--- config.mk ---
export PLATFORM = sky130hd
export DESIGN_NAME = intc64_top
export DESIGN_NICKNAME = d
export VERILOG_FILES = /design/src/rtl/intc_pkg.sv /design/src/rtl/intc_regs.sv /design/src/rtl/intc_capture.sv /design/src/rtl/intc_arb.sv /design/src/rtl/intc64_top.sv
export SDC_FILE = /design/constraint.sdc
export NUM_CORES = 1
export LEC_CHECK = 0
export BUFFER_PORTS_ARGS = -buffer_cell sky130_fd_sc_hd__buf_4
export CAP_MARGIN = 25
export CORE_MARGIN = 2
export CORE_UTILIZATION = 43
export CTS_CLUSTER_DIAMETER = 150
export DETAILED_ROUTE_END_ITERATION = 8
export SLEW_MARGIN = 40
export SYNTH_ARGS = -nofsm -noshare
export SYNTH_HDL_FRONTEND = slang
export SYNTH_HIERARCHICAL = 1
export SYNTH_SLANG_ARGS = --single-unit
--- constraint.sdc ---
create_clock -name clk -period 2 [get_ports clk]
set_input_delay 0.2 -clock clk [delete_from_list [all_inputs] [get_ports clk]]
set_output_delay 0.2 -clock clk [all_outputs]
set_load 0.02 [all_outputs]
--- src/rtl/intc_pkg.sv ---
package intc_pkg;
    typedef enum logic [1:0] {
        ARB_IDLE    = 2'd0,
        ARB_PRESENT = 2'd1,
        ARB_SETTLE  = 2'd2
    } arb_state_e;

    localparam logic [1:0] SEL_INDEX = 2'd0;
    localparam logic [1:0] SEL_DATA  = 2'd1;
    localparam logic [1:0] SEL_EOI   = 2'd2;

    localparam int        IDX_W    = 8;
    localparam logic [7:0] IDX_MASK = 8'h40;
    localparam logic [7:0] IDX_TRIG = 8'h50;
endpackage

--- src/rtl/intc_regs.sv ---
module intc_regs
    import intc_pkg::*;
#(
    parameter int NLINES = 64,
    parameter int LW     = $clog2(NLINES)
) (
    input  logic              clk,
    input  logic              rst_n,
    input  logic              reg_wr,
    input  logic [1:0]        reg_sel,
    input  logic [NLINES-1:0] wdata,
    output logic [NLINES-1:0] rdata,
    output logic [NLINES-1:0] mask,
    output logic [NLINES-1:0] trig,
    output logic              eoi_fire,
    output logic [LW-1:0]     eoi_line
);
    logic [IDX_W-1:0] index_q;
    logic             data_wr;

    assign data_wr  = reg_wr && (reg_sel == SEL_DATA);
    assign eoi_fire = reg_wr && (reg_sel == SEL_EOI);
    assign eoi_line = wdata[LW-1:0];

    always_ff @(posedge clk or negedge rst_n) begin
        if (!rst_n) begin
            index_q <= '0;
            mask    <= '1;
            trig    <= '0;
        end else begin
            if (reg_wr && reg_sel == SEL_INDEX)
                index_q <= wdata[IDX_W-1:0];
            if (data_wr && index_q == IDX_MASK)
                mask <= wdata;
            if (data_wr && index_q == IDX_TRIG)
                trig <= wdata;
        end
    end

    always_comb begin
        rdata = '0;
        unique case (reg_sel)
            SEL_INDEX: rdata = NLINES'(index_q);
            SEL_DATA: begin
                if (index_q == IDX_MASK)      rdata = mask;
                else if (index_q == IDX_TRIG) rdata = trig;
            end
            default: rdata = '0;
        endcase
    end


    mask_write_chk: assert property (@(posedge clk) disable iff (!rst_n)
        (data_wr && index_q == IDX_MASK) |=> (mask == $past(wdata)));
endmodule

--- src/rtl/intc_capture.sv ---
module intc_capture #(
    parameter int NLINES = 64,
    parameter int LW     = $clog2(NLINES)
) (
    input  logic              clk,
    input  logic              rst_n,
    input  logic [NLINES-1:0] irq_in,
    input  logic [NLINES-1:0] mask,
    input  logic [NLINES-1:0] trig,
    input  logic              ack_fire,
    input  logic [LW-1:0]     ack_line,
    input  logic              eoi_fire,
    input  logic [LW-1:0]     eoi_line,
    output logic [NLINES-1:0] cand
);
    logic [NLINES-1:0] prev_q, pend_edge_q, isr_q;
    logic [NLINES-1:0] rise, pend, ack_bits, eoi_bits;

    assign rise     = irq_in & ~prev_q;
    assign ack_bits = ack_fire ? (NLINES'(1) << ack_line) : '0;
    assign eoi_bits = eoi_fire ? (NLINES'(1) << eoi_line) : '0;

    for (genvar i = 0; i < NLINES; i++) begin : g_line
        assign pend[i] = trig[i] ? irq_in[i] : pend_edge_q[i];
    end

    assign cand = pend & ~mask & ~isr_q;

    always_ff @(posedge clk or negedge rst_n) begin
        if (!rst_n) begin
            prev_q      <= '0;
            pend_edge_q <= '0;
            isr_q       <= '0;
        end else begin
            prev_q      <= irq_in;
            pend_edge_q <= ((pend_edge_q & ~ack_bits) | rise) & ~trig;
            isr_q       <= (isr_q & ~eoi_bits) | ack_bits;
        end
    end


    edge_latch_chk: assert property (@(posedge clk) disable iff (!rst_n)
        1'b1 |=> ((pend_edge_q & $past(rise & ~trig)) == $past(rise & ~trig)));

    ack_sets_isr_chk: assert property (@(posedge clk) disable iff (!rst_n)
        ack_fire |=> isr_q[$past(ack_line)]);

    eoi_clear_chk: assert property (@(posedge clk) disable iff (!rst_n)
        (eoi_fire && !(ack_fire && ack_line == eoi_line)) |=> !isr_q[$past(eoi_line)]);
endmodule

--- src/rtl/intc_arb.sv ---
module intc_arb
    import intc_pkg::*;
#(
    parameter int NLINES   = 64,
    parameter int LW       = $clog2(NLINES),
    parameter int VW       = 16,
    parameter int VEC_BASE = 'h800,
    parameter int INST_IDX = 0,
    parameter int SLOT     = 16
) (
    input  logic              clk,
    input  logic              rst_n,
    input  logic [NLINES-1:0] cand,
    input  logic              ack,
    output logic              irq_out,
    output logic [VW-1:0]     vec_out,
    output logic              ack_fire,
    output logic [LW-1:0]     ack_line
);
    localparam int INST_BASE = VEC_BASE + INST_IDX * NLINES * SLOT;

    arb_state_e state_q, state_d;
    logic [LW-1:0] line_q, line_d, best;
    logic          any_cand;

    assign any_cand = |cand;

    always_comb begin
        best = '0;
        for (int i = NLINES - 1; i >= 0; i--)
            if (cand[i]) best = LW'(i);
    end

    assign ack_fire = (state_q == ARB_PRESENT) && ack;
    assign ack_line = line_q;

    always_comb begin
        state_d = state_q;
        line_d  = line_q;
        unique case (state_q)
            ARB_IDLE, ARB_SETTLE: begin
                if (any_cand) begin
                    state_d = ARB_PRESENT;
                    line_d  = best;
                end else begin
                    state_d = ARB_IDLE;
                end
            end
            ARB_PRESENT: begin
                if (ack) begin
                    state_d = ARB_SETTLE;
                end else if (any_cand) begin
                    line_d = best;
                end else begin
                    state_d = ARB_IDLE;
                end
            end
            default: state_d = ARB_IDLE;
        endcase
    end

    always_ff @(posedge clk or negedge rst_n) begin
        if (!rst_n) begin
            state_q <= ARB_IDLE;
            line_q  <= '0;
        end else begin
            state_q <= state_d;
            line_q  <= line_d;
        end
    end

    always_comb begin
        irq_out = (state_q == ARB_PRESENT);
        vec_out = VW'(INST_BASE) + VW'(line_q) * VW'(SLOT);
    end


    after_ack_quiet_chk: assert property (@(posedge clk) disable iff (!rst_n)
        ack_fire |=> !irq_out);

    irq_from_cand_chk: assert property (@(posedge clk) disable iff (!rst_n)
        $rose(irq_out) |-> $past(any_cand));
endmodule

--- src/rtl/intc64_top.sv ---
module intc64_top #(
    parameter int NLINES   = 64,
    parameter int VW       = 16,
    parameter int VEC_BASE = 'h800,
    parameter int INST_IDX = 0
) (
    input  logic              clk,
    input  logic              rst_n,
    input  logic [NLINES-1:0] irq_in,
    input  logic              reg_wr,
    input  logic [1:0]        reg_sel,
    input  logic [NLINES-1:0] wdata,
    output logic [NLINES-1:0] rdata,
    input  logic              ack,
    output logic              irq_out,
    output logic [VW-1:0]     vec_out
);
    localparam int LW = $clog2(NLINES);

    logic [NLINES-1:0] mask, trig, cand;
    logic              eoi_fire, ack_fire;
    logic [LW-1:0]     eoi_line, ack_line;

    intc_regs #(.NLINES(NLINES), .LW(LW)) u_regs (
        .clk(clk), .rst_n(rst_n), .reg_wr(reg_wr), .reg_sel(reg_sel),
        .wdata(wdata), .rdata(rdata), .mask(mask), .trig(trig),
        .eoi_fire(eoi_fire), .eoi_line(eoi_line)
    );

    intc_capture #(.NLINES(NLINES), .LW(LW)) u_cap (
        .clk(clk), .rst_n(rst_n), .irq_in(irq_in), .mask(mask), .trig(trig),
        .ack_fire(ack_fire), .ack_line(ack_line),
        .eoi_fire(eoi_fire), .eoi_line(eoi_line), .cand(cand)
    );

    intc_arb #(.NLINES(NLINES), .LW(LW), .VW(VW), .VEC_BASE(VEC_BASE),
               .INST_IDX(INST_IDX), .SLOT(16)) u_arb (
        .clk(clk), .rst_n(rst_n), .cand(cand), .ack(ack),
        .irq_out(irq_out), .vec_out(vec_out),
        .ack_fire(ack_fire), .ack_line(ack_line)
    );
endmodule

==> results of run 1 <==
## timing repair
item | 4_1_cts | 5_1_grt
hold endpoints to repair | 400 | 0
setup buffers | 14 | 5
setup endpoints to repair | 70 | 76
pin swaps | 73 | 14
gates cloned | 9 | 1
hold buffers | 124 | 0
resized for setup | 241 | 60
## cells by family after synthesis
family,count (synthesis)
AOI/OAI and AO/OA,317
buffers and inverters,95
DFF,336
muxes,265
other,2
and+or+nand+nor,359
## synth_stat cells, types with 3 or more instances
| cell | number | area share [%] |
|---|---|---|
| a21boi_0 | 3 | 0.14 |
| a21oi_1 | 80 | 2.5 |
| and2_1 | 5 | 0.19 |
| buf_12 | 7 | 0.86 |
| buf_2 | 19 | 0.58 |
| buf_4 | 24 | 1.1 |
| buf_6 | 7 | 0.48 |
| clkbuf_1 | 23 | 0.53 |
| clkbuf_2 | 3 | 0.092 |
| dfrtp_1 | 272 | 42 |
| dfstp_2 | 64 | 10 |
| inv_1 | 11 | 0.25 |
| mux2_2 | 16 | 1.1 |
| mux2_4 | 120 | 11 |
| mux2i_1 | 129 | 7.9 |
| nand2_1 | 24 | 0.55 |
| nand2b_1 | 74 | 2.8 |
| nand3_1 | 8 | 0.25 |
| nand3b_1 | 7 | 0.32 |
| nand4_1 | 4 | 0.15 |
| nand4b_1 | 8 | 0.43 |
| nand4bb_1 | 13 | 0.90 |
| nor2_1 | 83 | 1.9 |
| nor2b_1 | 5 | 0.19 |
| nor3_1 | 76 | 2.3 |
| nor4_1 | 20 | 0.77 |
| o21ai_0 | 166 | 5.1 |
| o21ai_1 | 11 | 0.34 |
| o311ai_0 | 3 | 0.16 |
| o31ai_1 | 34 | 1.6 |
| o41ai_1 | 5 | 0.27 |
| or2_2 | 3 | 0.12 |
| or3b_2 | 3 | 0.16 |
| or4b_1 | 5 | 0.31 |
| or4b_4 | 3 | 0.25 |
## cells in the final DEF (no fill, tap or decap), types with 64 or more instances in the layout
master / n
buf_4: 433
o21ai_0: 158
dfrtp_1: 271
dlygate4sd3_1: 124
buf_6: 70
nand2b_1: 74
mux2_4: 120
mux2i_1: 108
a21oi_1: 77
dfstp_2: 64
## area by class of cell
cell class              count  area, sq um
diodes                      1         2.50
clock buffers              60         1110
clock inverters             8         71.3
fillers                  2873        13100
inverters                  12         47.5
multi-input cells         951         8030
flip-flops and latches    336         8490
well taps                 511          639
repair buffers            660         6000
## power groups by stage
stage          Clock [W]  Sequential [W]  Combinational, W
2_1_floorplan          0         0.00821           0.00285
3_3_place_gp           0         0.00835           0.00597
3_5_place_dp           0         0.00838           0.00601
4_1_cts          0.00687         0.00828           0.00658
5_1_grt          0.00715         0.00841           0.00733
6_report         0.00675         0.00832           0.00688
## sequential cells by signal (all words and copies together) (netlist names)
signal,flops
u_cap/isr_q,64
u_cap/pend_edge_q,64
u_cap/prev_q,64
u_regs/mask,64
u_regs/trig,64
u_regs/index_q,8
u_arb/ack_line,6
u_arb/state_q,2
## layer usage
layer	GRT usage (%)	routed length [um]
met1	40.7	25900
met2	47.7	27200
met3	3.46	2910
met4	8.93	1500
met5	0	0
## stage by stage
step | worst slack, ns | total power, W | TNS (ns)
after global placement | -0.420 | 0.0143 | -1.90
after floorplan | -0.135 | 0.0111 | -0.338
after global routing | -0.468 | 0.0229 | -21.74
after CTS | -0.387 | 0.0217 | -17.11
after detailed placement | -0.495 | 0.0144 | -2.17
final | -0.380 | 0.0220 | -16.47
## worst max-delay path, stage by stage, from the launching register on
cell and delay [ns]:
dfrtp_1 0.38, mux2i_2 0.24, nor3_2 0.09, buf_4 0.14, or4_4 0.50, nor2b_4 0.12, and2b_2 0.18, nand3_4 0.08
o21ai_4 0.21, inv_4 0.06, mux2i_1 0.16, o31ai_1 0.10
## worst max path at each step
stage	to	depth (start not counted)	from	slack (ns)
after floorplan	u_arb/ack_line[1]	10	u_regs/trig[59]	-0.13
after global placement	u_arb/ack_line[0]	9	u_regs/trig[59]	-0.42
after detailed placement	u_arb/ack_line[0]	9	u_regs/trig[59]	-0.49
after CTS	u_arb/ack_line[1]	11	u_regs/trig[58]	-0.39
after global routing	u_arb/ack_line[1]	11	u_regs/trig[58]	-0.47
final	u_arb/ack_line[1]	11	u_regs/trig[58]	-0.38
==> reports/qor.yml, run 1 <==
run_status:
  outcome: "complete, but fails checks"
  violations: "setup timing"
sta:
  setup_ws_ns: -0.380
  rsz0062_at_grt: "true"
  relSlewSlack_pct: 61.1
  period_share_pct: 119
  worst_pin_slew_ns: 0.579
  max_freq_mhz: 420
  final-setup-viol-count: 71
  final-hold-violation-count: 0
  maxSlewViolCount: 0
  fin_skew_ns: 0.0253
  fin_crit_ns: 2.38
  holdWs_ns: 0.0259
critical_path:
  reg2reg_depth: 11
  regToRegSetupSlack_ns: -0.38
  cp_data_arrival_time_ns: 2.80
  critPathKind: "reg -> reg"
  required_ns: 2.42
  r2r-start: "u_regs/trig[58]"
  r2r_end: "u_arb/ack_line[1]"
  cp_max_fo: 4
  cp-end-kind: "flop"
  cp-start-kind: "flop"
pwr:
  pwr-share-seq_pct: 37.9
  p_comb_share_pct: 31.3
  power.switching_w: 0.00696
  clkPwrFrac_pct: 30.8
  switching_share_pct: 31.7
  p_leak_nw: 10.5
  peakVddDrop_uv: 599
  p_per_area_nw_per_um2: 900
  internal_power_w: 0.0150
worst_hold_path:
  hold_path_end: "u_regs/mask[0]"
  hp-class: "in -> reg"
  hold_start: "wdata[0]"
  whs_path_depth: 2
clocking:
  clk_pin_slew_worst_paths_ns: 0.06
  clock_latency_ns: 0.54
  cts_max_level: 2
  cts_tree: "done"
  cts_buffer_depth: 3
  cts_sinks: 336
  cts-root-buf: "clkbuf_16"
  cts_buffers: 39
global_routing:
  grt_antenna_before_repair: 0
  grt_pass1_vias: 14500
  grt_overflow: 0
  track_usage_pct: 29.1
  grt_pass1_wl_mm: 86.4
  grt_max_degree: 86
floorplanning:
  fp.dieH_um: 199
  num_rows: 71
  die_area_sq_um: 39400
  core_area_sq_um: 37500
  die_x_um: 199
  io_pins: 215
  start_util_pct: 43.4
synth:
  async_flop_share_pct: 100
  synth_edf_count: 0
  synthMuxAreaShare_pct: 20.1
  synth_cells: 1374
  ys.flop_type: "dfrtp_1"
  synthXorXnorAreaFrac_pct: 0
  ys_ff_latch: 336
  yosys.area_share.simple_pct: 12.8
  synthesis.area_sq_um: 16300
  synth_seq_area_share_pct: 52.2
  synth_compound_area_share_pct: 10.9
  synth.avg_cell_area_sq_um: 11.8
  synthAdderAreaFrac_pct: 0
  ys_warn_count: 6
  synth_top_family_by_area: "multiplexers"
  netlist-cell-type-count: 67
detailed_routing:
  drtPass1Iterations: 5
  final_antenna_net_count: 0
  num_vias: 13800
  totalWireLength_mm: 57.5
  drc: 0
  drt_iter0_drc: 1017
  via_per_inst: 5.44
  wire_per_inst_um: 22.6
place:
  place_inst: 2321
  routabilityCongestion: 0.930
  port_buffers: 204
  dp.final_hpwl_mm: 37.6
  placed_cell_area_sq_um: 20400
job:
  cap_violations: 0
finish:
  fin_util_pct: 65.1
  syn_to_final_growth_pct: 49.9
  stdcell_count: 2539
  drive_gt1_share_pct: 46.3
  nNetsFinal: 2134
  fin_area_sq_um: 24400
Power figures use the tool's default switching activity.
==> inputs of run 2 (changes only) <==
--- a/config.mk
+++ b/config.mk
@@ -7,6 +7,7 @@
 export LEC_CHECK = 0
 export BUFFER_PORTS_ARGS = -buffer_cell sky130_fd_sc_hd__buf_4
 export CAP_MARGIN = 25
+export CORE_ASPECT_RATIO = 1.4
 export CORE_MARGIN = 2
 export CORE_UTILIZATION = 43
 export CTS_CLUSTER_DIAMETER = 150
==> reports/qor.yml, run 2 (synthesis results as in run 1) <==
sta:
  max_freq_mhz: 427  # +1.7%
  fin_crit_ns: 2.34  # -0.0386 ns
  setup_ws_ns: -0.341  # +0.0386 ns
  fin_skew_ns: 0.0195  # -0.00581 ns
  final-hold-violation-count: 0  # unchanged
  maxSlewViolCount: 0  # unchanged
  holdWs_ns: 0.0269  # +0.000993 ns
  relSlewSlack_pct: 53.1  # -7.9 points
  period_share_pct: 117  # -1.9 points
  rsz0062_at_grt: "true"
  final-setup-viol-count: 74  # +4.2%
  worst_pin_slew_ns: 0.694  # +0.115 ns
finish:
  stdcell_count: 2478  # -2.4%
  multi_input_area_sq_um: 8130  # +1.2%
  drive_gt1_share_pct: 46.3  # about the same
  seq_area_sq_um: 8490  # unchanged
  syn_to_final_growth_pct: 48.5
  fin_util_pct: 64.6  # -0.48 points
  n_fill_cell: 2873  # unchanged
  fin_area_sq_um: 24200  # -0.93%
  layout_commonest_cell: "buf_4"
  nNetsFinal: 2113  # -0.98%
  most-common-layout-cells: "buf_4 (423), dfrtp_1 (271), o21ai_0 (157), dlygate4sd3_1 (124), mux2_4 (123)"
  antenna-diode-count: 0  # -1
floorplanning:
  die_area_sq_um: 39400  # about the same
  num_rows: 84  # +18%
  die_x_um: 168  # -15%
  core_area_sq_um: 37400  # -0.19%
  io_pins: 215  # unchanged
  start_util_pct: 43.5  # +0.084 points
  fp.dieH_um: 234  # +18%
global_routing:
  track_usage_pct: 28.3  # -0.79 points
  grt_pass1_wl_mm: 85.0  # -1.6%
  grt_max_degree: 65  # -24%
  grt_antenna_before_repair: 0  # unchanged
  grt_overflow: 0  # unchanged
  grt_pass1_vias: 14500  # +0.39%
pwr:
  switching_share_pct: 32.1  # +0.40 points
  pwr-share-seq_pct: 38.7  # +0.8 points
  p_comb_share_pct: 31.3  # about the same
  power.switching_w: 0.00691  # -0.66%
  internal_power_w: 0.0146  # -2.5%
  p_leak_nw: 10.4  # -0.72%
  clkPwrFrac_pct: 30.0  # -0.8 points
  p_per_area_nw_per_um2: 891  # -1.0%
  peakVddDrop_uv: 515  # -14%
detailed_routing:
  wl_met1_mm: 22.0  # -15%
  totalWireLength_mm: 56.2  # -2.2%
  via_per_inst: 5.55  # +2.0%
  drtPass1Iterations: 6  # +1
  drc: 0  # unchanged
  wire_per_inst_um: 22.7  # +0.17%
  drt_iter0_drc: 941  # -7.5%
  route.met3.wl_mm: 2.57  # -12%
  num_vias: 13800  # -0.43%
  final_antenna_net_count: 0  # unchanged
  highest_layer: "met4"
  wl_met2_mm: 29.1  # +7.0%
critical_path:
  cp_data_arrival_time_ns: 2.76  # -0.04 ns
  cp-start-kind: "flop"
  cp_max_fo: 2  # -2
  regToRegSetupSlack_ns: -0.34  # +0.04 ns
  reg2reg_depth: 8  # -3
  required_ns: 2.42  # about the same
  critPathKind: "reg -> reg"
  cp-end-kind: "flop"
clocking:
  cts_max_level: 2  # unchanged
  cts-root-buf: "clkbuf_16"
  clk_pin_slew_worst_paths_ns: 0.07  # about the same
  cts_buffer_depth: 3  # unchanged
  cts_tree: "done"
  cts_buffers: 35  # -10%
  cts_sinks: 336  # unchanged
  clock_latency_ns: 0.53  # about the same
place:
  port_buffers: 204  # unchanged
  routabilityCongestion: 0.956  # +2.8%
  place_inst: 2267  # -2.3%
  dp.final_hpwl_mm: 37.2  # -1.0%
  place_ws_ns: -0.442  # +0.0530 ns
  placed_cell_area_sq_um: 20200  # -1.0%
run_status:
  violations: "setup timing"
  outcome: "complete, but fails checks"
worst_hold_path:
  whs_path_depth: 2  # unchanged
  hp-class: "in -> reg"
job:
  cap_violations: 0  # unchanged
## run 2: path summary, 6_finish.rpt
check                                       from                     to
worst max register to register   u_regs/trig[38]      u_arb/ack_line[0]
max in group asynchronous                  rst_n        u_regs/mask[21]
min in group asynchronous                  rst_n       u_cap/prev_q[47]
worst min register to register  u_cap/prev_q[56]  u_cap/pend_edge_q[56]
worst min-delay path                    wdata[0]         u_regs/mask[0]
worst max-delay path             u_regs/trig[38]      u_arb/ack_line[0]
## run 2: critical path: stages (launching register included)
cell	delay [ns]
dfrtp_1	0.36
mux2i_1	0.27
nor3_1	0.09
buf_4	0.14
nor3_1	0.25
o21ai_0	0.16
a211oi_1	0.48
a2111oi_2	0.14
o41ai_1	0.36
## run 2: layer usage
layer | vias up | GRT usage, %
met1 | 6967 | 34.3
met3 | 149 | 3.56
met5 | - | 0
li1 | 6186 | -
met2 | 454 | 51.0
met4 | 0 | 12.0
## run 2: cell type report
class	instances	share of cell area (%)
sequential	336	35.1
tap	473	2.45
clock buffer	53	4.33
timing repair buffer	643	23.9
multi-input combinational	951	33.6
clock inverter	10	0.311
inverter	12	0.197
## run 2: repair_timing
action,4_1_cts,5_1_grt
hold buffers,124,0
gates resized for setup,223,87
endpoints found under the hold margin,268,0
pin swaps,61,38
gates cloned,8,0
buffers inserted,13,10
endpoints found under the setup margin,71,80
## run 2: through the flow
| stage | power (W) | setup TNS, ns |
|---|---|---|
| after floorplan | 0.0111 | -0.338 |
| after detailed placement | 0.0143 | -1.73 |
| after global placement | 0.0142 | -1.48 |
| after global routing | 0.0224 | -18.19 |
| final | 0.0215 | -15.34 |
| after CTS | 0.0213 | -13.71 |
## run 2: power groups by stage
stage | Clock (W) | Combinational [W] | Sequential, W
2_1_floorplan | 0 | 0.00285 | 0.00821
3_3_place_gp | 0 | 0.00587 | 0.00836
3_5_place_dp | 0 | 0.00593 | 0.00838
4_1_cts | 0.00659 | 0.00645 | 0.00829
5_1_grt | 0.00684 | 0.00715 | 0.00842
6_report | 0.00646 | 0.00674 | 0.00832
==> inputs of run 3 (changes only) <==
--- a/config.mk
+++ b/config.mk
@@ -10,6 +10,7 @@
 export CORE_ASPECT_RATIO = 1.4
 export CORE_MARGIN = 2
 export CORE_UTILIZATION = 43
+export CTS_BUF_LIST = sky130_fd_sc_hd__clkbuf_8
 export CTS_CLUSTER_DIAMETER = 150
 export DETAILED_ROUTE_END_ITERATION = 8
 export SLEW_MARGIN = 40
==> reports/qor.yml, run 3 (synthesis results as in run 1) <==
run_status:
  outcome: "complete, but fails checks"
  violations: "setup timing"
detailed_routing:
  drtPass1Iterations: 5  # -1
  final_antenna_net_count: 0  # unchanged
  wire_per_inst_um: 21.9  # -3.5%
  via_per_inst: 5.49  # -1.1%
  totalWireLength_mm: 55.0  # -2.1%
  num_vias: 13800  # +0.39%
  drc: 0  # unchanged
  drt_iter0_drc: 891  # -5.3%
worst_hold_path:
  hold_start: "wdata[2]"
  hold_path_end: "u_regs/index_q[2]"
  whs_path_depth: 2  # unchanged
  hp-class: "in -> reg"
global_routing:
  track_usage_pct: 27.4  # -0.92 points
  grt_pass1_vias: 14300  # -1.3%
  grt_pass1_wl_mm: 82.6  # -2.7%
  grt_overflow: 0  # unchanged
  grt_max_degree: 65  # unchanged
  grt_antenna_before_repair: 1  # +1
pwr:
  internal_power_w: 0.0143  # -2.4%
  pwr-share-seq_pct: 39.3  # +0.6 points
  peakVddDrop_uv: 417  # -19%
  switching_share_pct: 32.5  # +0.39 points
  p_comb_share_pct: 31.4  # about the same
  p_per_area_nw_per_um2: 894  # +0.29%
  clkPwrFrac_pct: 29.3  # -0.7 points
  p_leak_nw: 10.4  # +0.11%
  power.switching_w: 0.00687  # -0.59%
sta:
  final-setup-viol-count: 70  # -5.4%
  tns_ns: -16.77  # -1.43 ns
  maxSlewViolCount: 0  # unchanged
  fin_skew_ns: 0.0375  # +0.0180 ns
  rsz0062_at_grt: "true"
  setup_ws_ns: -0.310  # +0.0317 ns
  period_share_pct: 115  # -1.6 points
  fin_crit_ns: 2.31  # -0.0317 ns
  worst_pin_slew_ns: 0.685  # -0.00891 ns
  final-hold-violation-count: 0  # unchanged
  relSlewSlack_pct: 53.7  # +0.60 points
  max_freq_mhz: 433  # +1.4%
place:
  routabilityCongestion: 0.956  # unchanged
  port_buffers: 204  # unchanged
  dp.final_hpwl_mm: 37.2  # unchanged
  place_inst: 2267  # unchanged
finish:
  stdcell_count: 2514  # +1.5%
  layout_commonest_cell: "buf_4"
  nNetsFinal: 2129  # +0.76%
  drive_gt1_share_pct: 44.5  # -1.8 points
  n_fill_cell: 2958  # +3.0%
  syn_to_final_growth_pct: 45.4
  most-common-layout-cells: "buf_4 (454), dfrtp_1 (271), o21ai_0 (157), dlygate4sd3_1 (128), mux2_4 (123)"
critical_path:
  crit_family: "simple AND/OR/NAND/NOR gates"
  path_cells: "mux2i_1 -> nor3_1 -> nor4_1 -> nand2_1 -> and2b_2 -> nand3_4 -> o21ai_4 -> buf_6 -> o41ai_1"
  critPathKind: "reg -> reg"
  cp-end-kind: "flop"
  regToRegSetupSlack_ns: -0.31  # +0.03 ns
  required_ns: 2.49  # +0.07 ns
  cp_max_fo: 5  # +3
  crit_path_max_incr_delay_ns: 0.50  # +0.02 ns
  r2r_end: "u_arb/ack_line[0]"
  cp_slowest_cell: "nor3_1"
  path_buf_inv: 1  # unchanged
  cp-start-kind: "flop"
  r2r-start: "u_regs/trig[49]"
  reg2reg_depth: 9  # +1
  cp_data_arrival_time_ns: 2.80  # +0.04 ns
clocking:
  clk_pin_slew_worst_paths_ns: 0.07  # about the same
  cts_max_level: 2  # unchanged
  cts_buffer_depth: 3  # unchanged
  clock_latency_ns: 0.62  # +0.09 ns
  cts_buffers: 53  # +51%
  cts_sinks: 336  # unchanged
  cts_tree: "done"
  cts-root-buf: "clkbuf_8"
job:
  cap_violations: 0  # unchanged
floorplanning:
  io_pins: 215  # unchanged
  core_area_sq_um: 37400  # unchanged
  die_area_sq_um: 39400  # unchanged
  die_x_um: 168  # unchanged
  num_rows: 84  # unchanged
  fp.dieH_um: 234  # unchanged
  start_util_pct: 43.5  # unchanged
==> run 3: cell count changes in the layout (fill, tap and decap cells not counted), sizes merged <==
cell / change
buf: -8
bufinv: +2
clkbuf: +17
clkinv: -3
clkinvlp: +1
diode: +1
dlygate4sd3: +4
inv: +22
==> run 3: cell type report <==
cell class | count | area [sq um] | area share [%]
antenna | 1 | 2.50 | 0.0106
clock buffer | 68 | 936 | 3.95
clock inverter | 32 | 210 | 0.888
inverter | 12 | 47.5 | 0.201
multi-input combinational | 951 | 7790 | 32.9
sequential | 336 | 8490 | 35.9
tap | 473 | 592 | 2.50
timing repair buffer | 641 | 5600 | 23.7
==> run 3: power by group through the flow <==
| stage | clock (W) | combinational, W | sequential [W] |
|---|---|---|---|
| 6_report | 0.00619 | 0.00664 | 0.00831 |
| 5_1_grt | 0.00660 | 0.00705 | 0.00841 |
| 4_1_cts | 0.00633 | 0.00636 | 0.00828 |
| 3_5_place_dp | 0 | 0.00593 | 0.00838 |
| 3_3_place_gp | 0 | 0.00587 | 0.00836 |
| 2_1_floorplan | 0 | 0.00285 | 0.00821 |
==> run 3: worst max-delay path by stage <==
stage	startpoint	slack, ns	cells past startpoint	end
6_report	u_regs/trig[49]	-0.31	9	u_arb/ack_line[0]
2_1_floorplan	u_regs/trig[59]	-0.13	10	u_arb/ack_line[1]
4_1_cts	u_regs/index_q[7]	-0.31	5	rdata[28]
5_1_grt	u_regs/trig[50]	-0.45	11	u_arb/ack_line[1]
3_3_place_gp	u_regs/trig[53]	-0.42	9	u_arb/ack_line[1]
3_5_place_dp	u_regs/trig[59]	-0.44	9	u_arb/ack_line[0]
==> run 3: repair_timing <==
item                                    4_1_cts  5_1_grt
endpoints found under the hold margin       493        0
endpoints found under the setup margin       71       78
pin swaps                                    21       37
gates resized for setup                      74      118
hold buffers                                128        0
buffers inserted                              7       10
gates cloned                                  3        2
==> run 3: per-stage QoR <==
stage	setup slack [ns]	power [W]	area [sq um]	utilization [%]	hold WS (ns)
finish	-0.310	0.0211	23700	63.3	0.0323
global route	-0.447	0.0221	23700	63.3	0.0180
CTS	-0.314	0.0210	23100	61.7	0.00510
detailed placement	-0.442	0.0143	20200	54.1	0.199
global placement	-0.419	0.0142	20200	54.1	0.191
floorplan	-0.135	0.0111	16300	-	-0.0956
==> run 3: worst reg2reg max path: stages (launching register included) <==
cell     delay [ns]
dfrtp_1        0.39
mux2i_1        0.12
nor3_1         0.50
nor4_1         0.16
nand2_1        0.12
and2b_2        0.25
nand3_4        0.07
o21ai_4        0.08
buf_6          0.14
o41ai_1        0.36
==> run 3: routing by layer <==
metal	global-route usage, %	part of all wire [%]
met1	33.7	40
met2	48.7	51
met3	3.05	4.5
met4	12.4	4.5
met5	0	0
